**config.mk**
```make
export PLATFORM = sky130hd
export DESIGN_NAME = buzz_tone_unit
export DESIGN_NICKNAME = d
export VERILOG_FILES = /design/src/rtl/buzz_pkg.sv /design/src/rtl/buzz_prescaler.sv /design/src/rtl/buzz_cmd_state.sv /design/src/rtl/buzz_tone_div.sv /design/src/rtl/buzz_tone_unit.sv
export SDC_FILE = /design/constraint.sdc
export NUM_CORES = 1
export LEC_CHECK = 0
export ABC_AREA = 1
export BUFFER_PORTS_ARGS = -buffer_cell sky130_fd_sc_hd__clkbuf_2
export CAP_MARGIN = 20
export CORE_AREA = 2 2 39 41
export CTS_CLUSTER_DIAMETER = 60
export DETAILED_ROUTE_END_ITERATION = 12
export DIE_AREA = 0 0 41 43
export MAX_ROUTING_LAYER = met4
export PLACE_DENSITY = 0.77
export SLEW_MARGIN = 20
export SYNTH_ARGS = -nofsm -noshare
export SYNTH_HDL_FRONTEND = slang
export SYNTH_SLANG_ARGS = --single-unit
```
**constraint.sdc**
```tcl
create_clock -name clk -period 1.6 [get_ports clk]
set_clock_uncertainty 0.1 [all_clocks]
set_input_delay 0.32 -clock clk [delete_from_list [all_inputs] [get_ports clk]]
set_output_delay 0.32 -clock clk [all_outputs]
set_load 0.05 [all_outputs]
```
**src/rtl/buzz_pkg.sv**
```systemverilog
package buzz_pkg;
  typedef enum logic [1:0] {
    SRC_XTAL = 2'd0,
    SRC_RC   = 2'd1,
    SRC_EXT  = 2'd2,
    SRC_RSVD = 2'd3
  } src_sel_e;
endpackage

```
**src/rtl/buzz_prescaler.sv**
```systemverilog
module buzz_prescaler
  import buzz_pkg::*;
#(
  parameter int DIV = 8
) (
  input  logic       clk,
  input  logic       rst_n,
  input  logic       sys_en,
  input  logic [1:0] src_sel,
  input  logic       src_tick,
  output logic       base_tick
);
  localparam int W = (DIV > 1) ? $clog2(DIV) : 1;
  localparam logic [W-1:0] LAST = W'(DIV - 1);

  logic [W-1:0] cnt_q, cnt_d;
  logic         tick_q, tick_d;
  logic         fast_src;

  assign fast_src = (src_sel != SRC_XTAL);

  always_comb begin
    cnt_d  = cnt_q;
    tick_d = 1'b0;
    if (!sys_en) begin
      cnt_d = '0;
    end else if (src_tick) begin
      if (fast_src) begin
        if (cnt_q == LAST) begin
          cnt_d  = '0;
          tick_d = 1'b1;
        end else begin
          cnt_d = cnt_q + 1'b1;
        end
      end else begin
        cnt_d  = '0;
        tick_d = 1'b1;
      end
    end
  end

  always_ff @(posedge clk or negedge rst_n) begin
    if (!rst_n) begin
      cnt_q  <= '0;
      tick_q <= 1'b0;
    end else begin
      cnt_q  <= cnt_d;
      tick_q <= tick_d;
    end
  end

  assign base_tick = tick_q;

  p_xtal_pass_r1: assert property (@(posedge clk) disable iff (!rst_n)
    (sys_en && src_tick && src_sel == SRC_XTAL) |=> base_tick);
  p_tick_needs_src_r2: assert property (@(posedge clk) disable iff (!rst_n)
    base_tick |-> $past(src_tick));
  p_off_no_tick_r3: assert property (@(posedge clk) disable iff (!rst_n)
    !sys_en |=> !base_tick);
endmodule

```
**src/rtl/buzz_cmd_state.sv**
```systemverilog
module buzz_cmd_state (
  input  logic clk,
  input  logic rst_n,
  input  logic tone_on_cmd,
  input  logic tone_off_cmd,
  input  logic tone_hi_cmd,
  input  logic tone_lo_cmd,
  output logic tone_on,
  output logic sel_hi
);
  logic on_q, on_d;
  logic hi_q, hi_d;

  always_comb begin
    on_d = on_q;
    if (tone_off_cmd)     on_d = 1'b0;
    else if (tone_on_cmd) on_d = 1'b1;
    hi_d = hi_q;
    if (tone_lo_cmd)      hi_d = 1'b0;
    else if (tone_hi_cmd) hi_d = 1'b1;
  end

  always_ff @(posedge clk or negedge rst_n) begin
    if (!rst_n) begin
      on_q <= 1'b0;
      hi_q <= 1'b0;
    end else begin
      on_q <= on_d;
      hi_q <= hi_d;
    end
  end

  assign tone_on = on_q;
  assign sel_hi  = hi_q;

  p_off_wins_r6: assert property (@(posedge clk) disable iff (!rst_n)
    tone_off_cmd |=> !tone_on);
  p_lo_wins_r5: assert property (@(posedge clk) disable iff (!rst_n)
    tone_lo_cmd |=> !sel_hi);
  p_freq_keeps_onoff_r5: assert property (@(posedge clk) disable iff (!rst_n)
    (!tone_on_cmd && !tone_off_cmd) |=> $stable(tone_on));
endmodule

```
**src/rtl/buzz_tone_div.sv**
```systemverilog
module buzz_tone_div #(
  parameter int HALF_HI = 4,
  parameter int HALF_LO = 8
) (
  input  logic clk,
  input  logic rst_n,
  input  logic act,
  input  logic base_tick,
  input  logic sel_hi,
  output logic bz_p,
  output logic bz_n
);
  localparam int HALF_MAX = (HALF_HI > HALF_LO) ? HALF_HI : HALF_LO;
  localparam int CW = (HALF_MAX > 1) ? $clog2(HALF_MAX) : 1;
  localparam logic [CW-1:0] LAST_HI = CW'(HALF_HI - 1);
  localparam logic [CW-1:0] LAST_LO = CW'(HALF_LO - 1);

  logic [CW-1:0] cnt_q, cnt_d;
  logic [CW-1:0] half_last;
  logic          ph_q, ph_d;

  assign half_last = sel_hi ? LAST_HI : LAST_LO;

  always_comb begin
    cnt_d = cnt_q;
    ph_d  = ph_q;
    if (!act) begin
      cnt_d = '0;
      ph_d  = 1'b0;
    end else if (base_tick) begin
      if (cnt_q >= half_last) begin
        cnt_d = '0;
        ph_d  = ~ph_q;
      end else begin
        cnt_d = cnt_q + 1'b1;
      end
    end
  end

  always_ff @(posedge clk or negedge rst_n) begin
    if (!rst_n) begin
      cnt_q <= '0;
      ph_q  <= 1'b0;
    end else begin
      cnt_q <= cnt_d;
      ph_q  <= ph_d;
    end
  end

  assign bz_p = act & ph_q;
  assign bz_n = act & ~ph_q;

  p_restart_r8: assert property (@(posedge clk) disable iff (!rst_n)
    !act |=> (cnt_q == '0 && !ph_q));
  p_hold_between_ticks_r4: assert property (@(posedge clk) disable iff (!rst_n)
    (act && !base_tick) |=> (!act || $stable(ph_q)));
endmodule

```
**src/rtl/buzz_tone_unit.sv**
```systemverilog
module buzz_tone_unit #(
  parameter int PRE_DIV     = 8,
  parameter int HALF_HI     = 4,
  parameter int HALF_LO     = 8,
  parameter int SYNC_STAGES = 2
) (
  input  logic       clk,
  input  logic       rst_n,
  input  logic       sys_en,
  input  logic [1:0] src_sel,
  input  logic       src_tick,
  input  logic       tone_on_cmd,
  input  logic       tone_off_cmd,
  input  logic       tone_hi_cmd,
  input  logic       tone_lo_cmd,
  output logic       base_tick,
  output logic       bz_p,
  output logic       bz_n
);
  logic [SYNC_STAGES-1:0] rst_sync_q;
  logic                   rst_int_n;
  logic                   tone_on;
  logic                   sel_hi;
  logic                   act;

  always_ff @(posedge clk or negedge rst_n) begin
    if (!rst_n) rst_sync_q <= '0;
    else        rst_sync_q <= {rst_sync_q[SYNC_STAGES-2:0], 1'b1};
  end
  assign rst_int_n = rst_sync_q[SYNC_STAGES-1];

  buzz_prescaler #(.DIV(PRE_DIV)) u_pre (
    .clk      (clk),
    .rst_n    (rst_int_n),
    .sys_en   (sys_en),
    .src_sel  (src_sel),
    .src_tick (src_tick),
    .base_tick(base_tick)
  );

  buzz_cmd_state u_cmd (
    .clk         (clk),
    .rst_n       (rst_int_n),
    .tone_on_cmd (tone_on_cmd),
    .tone_off_cmd(tone_off_cmd),
    .tone_hi_cmd (tone_hi_cmd),
    .tone_lo_cmd (tone_lo_cmd),
    .tone_on     (tone_on),
    .sel_hi      (sel_hi)
  );

  assign act = sys_en & tone_on;

  buzz_tone_div #(.HALF_HI(HALF_HI), .HALF_LO(HALF_LO)) u_div (
    .clk      (clk),
    .rst_n    (rst_int_n),
    .act      (act),
    .base_tick(base_tick),
    .sel_hi   (sel_hi),
    .bz_p     (bz_p),
    .bz_n     (bz_n)
  );

  p_silent_when_off_r3: assert property (@(posedge clk) disable iff (!rst_int_n)
    (!sys_en && !$past(sys_en)) |-> (!bz_p && !bz_n && !base_tick));
endmodule

```
# --- After elaboration in Yosys (flattened, before gate mapping) ---
# Index checks and enable logic that the tools add are counted.
classes:
  n_addsub: 2
  n_mul: 0
  n_div: 0
  order_cmp: 1
  n_eq_ne: 4
  n_shift: 0
  muxes: 19
  n_bitwise: 4
  reduce_logical: 4
op_table:
  columns: ["cell", "count"]
  rows:
  - ["$mux 3", 8]
  - ["$mux 1", 11]
  - ["$add 3x1->3 const B", 2]
  - ["$reduce_bool 2->1", 3]
  - ["$ne 2x1->1 const B", 2]
  - ["$and 1x1->1", 3]
  - ["$eq 3x3->1 const B", 1]
  - ["$ge 3x3->1", 1]
  - ["$ne 2x2->1 const B", 1]
  - ["$reduce_and 2->1", 1]
  - ["$not 1->1", 1]
word_totals:
  ff_bits: 12
  latch_bits: 0
  ram_bits: 0
  rom_bits: 0
  input_bits: 10
  out_inout_bits: 3
  elab_cells: 41
  memories: 0

# --- Longest topological paths before layout ---
depth:
  depth_word: 5
  depth_mapped: 8
  ltp_nobuf: 8

# --- Modules after synthesis ---
# A second synthesis with hierarchy kept.
unflattened:
  hier_cells: 71
  hier_area_um2: 580.6
modules_own_cells:
  columns: ["mod", "instances", "cells_per_inst", "area_per_inst_um2", "seq_area_each_um2"]
  rows:
  - ["buzz_tone_div", 1, 34, 246.5, 100.1]
  - ["buzz_prescaler", 1, 26, 207.7, 100.1]
  - ["buzz_cmd_state", 1, 6, 65.1, 50.0]
  - ["buzz_tone_unit", 1, 5, 61.3, 50.0]

# --- Least setup slack after synthesis ---
# No wires, ideal clock.
synth_timing:
  kind: "register to output"
  startpoint: "reg u_cmd.on_q (netlist: u_cmd.tone_on)"
  endpoint: "out bz_n"
  arrival_time_ns: 1.122
  slack_ns: 0.058
  stages_incl_launch_ff: 3
  path_buffers: 0
  cell_sequence: "dfrtp_1 -> nand2_2 -> nor2_1"
synth_between:
  elab_chain_len: 2
synth_rtl:
  columns: ["item", "line", "source"]
  rows:
  - ["from (decl)", "buzz_cmd_state.sv:11", "logic on_q, on_d;"]
  - ["from (signal assigned)", "buzz_cmd_state.sv:28", "on_q <= on_d;"]
  - ["$and 1x1->1", "buzz_tone_unit.sv:52", "assign act = sys_en & tone_on;"]
  - ["$and 1x1->1", "buzz_tone_div.sv:51", "assign bz_n = act & ~ph_q;"]
  - ["to (decl)", "buzz_tone_unit.sv:18", "output logic bz_n"]
# Every way passes these cells.

# --- Worst setup path after layout ---
layout_timing:
  startpoint: "reg u_cmd.on_q (netlist: u_cmd.tone_on)"
  endpoint: "out bz_p"
layout_between:
  elab_chain_len: 2
layout_rtl:
  columns: ["item", "line", "source"]
  rows:
  - ["$and 1x1->1", "buzz_tone_unit.sv:52", null]
  - ["$and 1x1->1", "buzz_tone_div.sv:50", "assign bz_p = act & ph_q;"]
  - ["to (decl)", "buzz_tone_unit.sv:17", "output logic bz_p,"]
# Every way passes these cells.

==> impl_metrics.yaml <==
outcome:
  status: "completed"
placement:
  gp_congestion: 0.663
  port_buffers: 12
  place_hpwl_um: 746
  dp.cells: 98
  dp_slack_ns: 0.257
finish:
  multiInputGateArea_um2: 236
  layout-drive-gt1-share_pct: 27.6
  areaGrowthSynthToFinish_pct: 23.4
  diodes: 0
  layout_common_cells: "nand2_1 (17), dfrtp_1 (12), inv_1 (11)"
  fill_cells: 133
  final_common_cell: "nand2_1"
  stdcell_count: 103
  regArea_um2: 300
  nets: 102
synth:
  syn_area_um2: 582
  syn-num-nets: 83
  ys_ff_latch: 12
  ys_seq_area_share_pct: 51.6
  synth_compound_area_share_pct: 5.16
  synth_top_family_by_area: "simple AND/OR/NAND/NOR gates"
  synth-simple-area-share_pct: 26.2
  synth-adder-area-share_pct: 8.60
  synthCells: 69
  synth.area.mux_share_pct: 0
  yosysWarnings: 0
  synth_xor_area_share_pct: 0
  avgSynthCellArea_um2: 8.43
  yosys.cell_types.count: 15
global_route:
  grt_antenna_before_repair: 0
  grtUsageTotal_pct: 13.9
  grt_first_pass_wirelength_um: 1570
  grt_pass1_vias: 403
  grt_start_max_net_pins: 11
  gr-total-overflow: 0
cts:
  tritoncts: "built"
  cts.htree.levels: 1
  cts_buffers: 3
  clock-sinks: 12
  insertion_delay_ns: 0.27
  clkSlewWorstSetupHoldPaths_ns: 0.08
  cts-root-buf: "clkbuf_4"
  cts_max_path_buffers: 2
timing:
  rsz0062_at_grt: "no"
  setup_tns_ns: 0
  max_freq_ghz: 0.658
  period_needed_ns: 1.52
  fin_crit_sh_pct: 94.9
  hold_violations: 0
  worst_slack_ns: 0.0812
  drv_slew: 0
  setup_viol: 0
worst_setup_path:
  worstPathRequired_ns: 1.18
  rr_worst_depth: 5
  critical_path.startpoint: "u_cmd.tone_on"
  cp_slowest_stage_delay_ns: 0.39
  reg2reg_to: "u_pre.cnt_q[1]"
  startpoint_type: "register"
  crit_slowest_cell: "dfrtp_1"
  path_class: "register to output port"
  crit_buf_inv: 1
  cp.depth: 3
  end_kind: "output port"
  crit_chain: "nand2_2 > nor2_1 > buf_2"
  rrSetupSlack_ns: 0.30
  cpLargestDelayFamily: "flip-flops"
  arrival_ns: 1.10
  cp_max_fo: 3
  crit_end: "bz_p"
  rr_startpoint: "u_pre.cnt_q[0]"
floorplan:
  die_area_um2: 1760
  core-area_um2: 1380
  die_x_um: 41
  pin_count: 13
  placementRows: 14
  start_util_pct: 42.0
  dieHeight_um: 43
detailed_routing:
  viasPerCell: 4.50
  drc_errors: 0
  first_pass_iters: 2
  wl_um: 893
  routed-via-count: 464
  postRouteAntennaNets: 0
  wl_per_cell_um: 8.67
  drt_iter0_drc: 11
power:
  power_density_nw_per_um2: 883
  p_leak_nw: 0.400
  max-vdd-ir-drop_uv: 501
  p_total_w: 0.000634
min_path:
  hp-class: "register to async pin"
job:
  max_cap_violations: 0
## synthesized netlist by cell type
cell / n / area share, %
dfrtp_1: 12 / 52
nand2_1: 17 / 11
nand3_1: 3 / 2.6
nand3_2: 1 / 1.7
nand4_1: 1 / 1.1
ha_1: 4 / 8.6
conb_1: 1 / 0.64
inv_2: 1 / 0.64
o21ai_1: 2 / 1.7
a21oi_1: 1 / 0.86
inv_1: 11 / 7.1
nor2_2: 2 / 2.2
o21ai_0: 3 / 2.6
nor2_1: 7 / 4.5
nand2_2: 3 / 3.2
## report_power, final
| part | internal [W] | switching [W] |
|---|---|---|
| registers | 0.000318 | 0.0000143 |
| clock network | 0.000138 | 0.0000946 |
| logic | 0.0000285 | 0.0000408 |
## final cells by class
| class | instances | share of cell area [%] |
|---|---|---|
| sequential | 12 | 41.8 |
| multi-input combinational | 45 | 32.9 |
| timing repair buffer | 14 | 11.1 |
| inverter | 12 | 6.27 |
| clock buffer | 4 | 5.05 |
| tap | 16 | 2.79 |
## repair_timing
action / in CTS / in global routing
setup endpoints to repair: 1 / 2
setup buffers: 0 / 0
hold buffers: 1 / 0
endpoints found under the hold margin: 2 / 0
resized for setup: 1 / 2
## cells by family (layout without fill, tap and decap cells)
kind of cell	after synthesis	count (layout)
and+or+nand+nor	34	34
DFF	12	12
buffers and inverters	12	30
AOI/OAI and AO/OA	6	6
adders and majority gates	4	4
other	1	1
## how the worst min path moves through the flow
stage                           endpoint  cells after the start
final                         u_div.ph_q                      0
after global placement     rst_sync_q[1]                      1
after detailed placement   rst_sync_q[0]                      1
after floorplan            rst_sync_q[0]                      0
after CTS                 u_pre.cnt_q[2]                      0
after global routing       u_cmd.tone_on                      2
## flip-flops by register name (all words and copies together), names as in the netlist
signal and cells:
rst_sync_q 2, u_cmd.sel_hi 1, u_cmd.tone_on 1, u_div.cnt_q 3
u_div.ph_q 1, u_pre.base_tick 1, u_pre.cnt_q 3
## per-stage QoR
stage	utilization [%]	hold slack, ns	cell area [µm²]
after global routing	51.9	0.0742	718
after global placement	48.4	0.00709	669
final	51.9	0.0497	718
after floorplan	-	-0.0756	582
after CTS	51.9	0.0721	718
after detailed placement	48.4	0.0112	669
## per-layer routing
| layer | track usage (%) | vias to the layer above | share of wire, % |
|---|---|---|---|
| li1 | - | 248 | - |
| met1 | 19.4 | 208 | 45 |
| met2 | 18.1 | 6 | 51 |
| met3 | 4.71 | 2 | 3.1 |
| met4 | 6.00 | 0 | 1.0 |
| met5 | - | - | 0 |
Power figures use the tool's default switching activity.
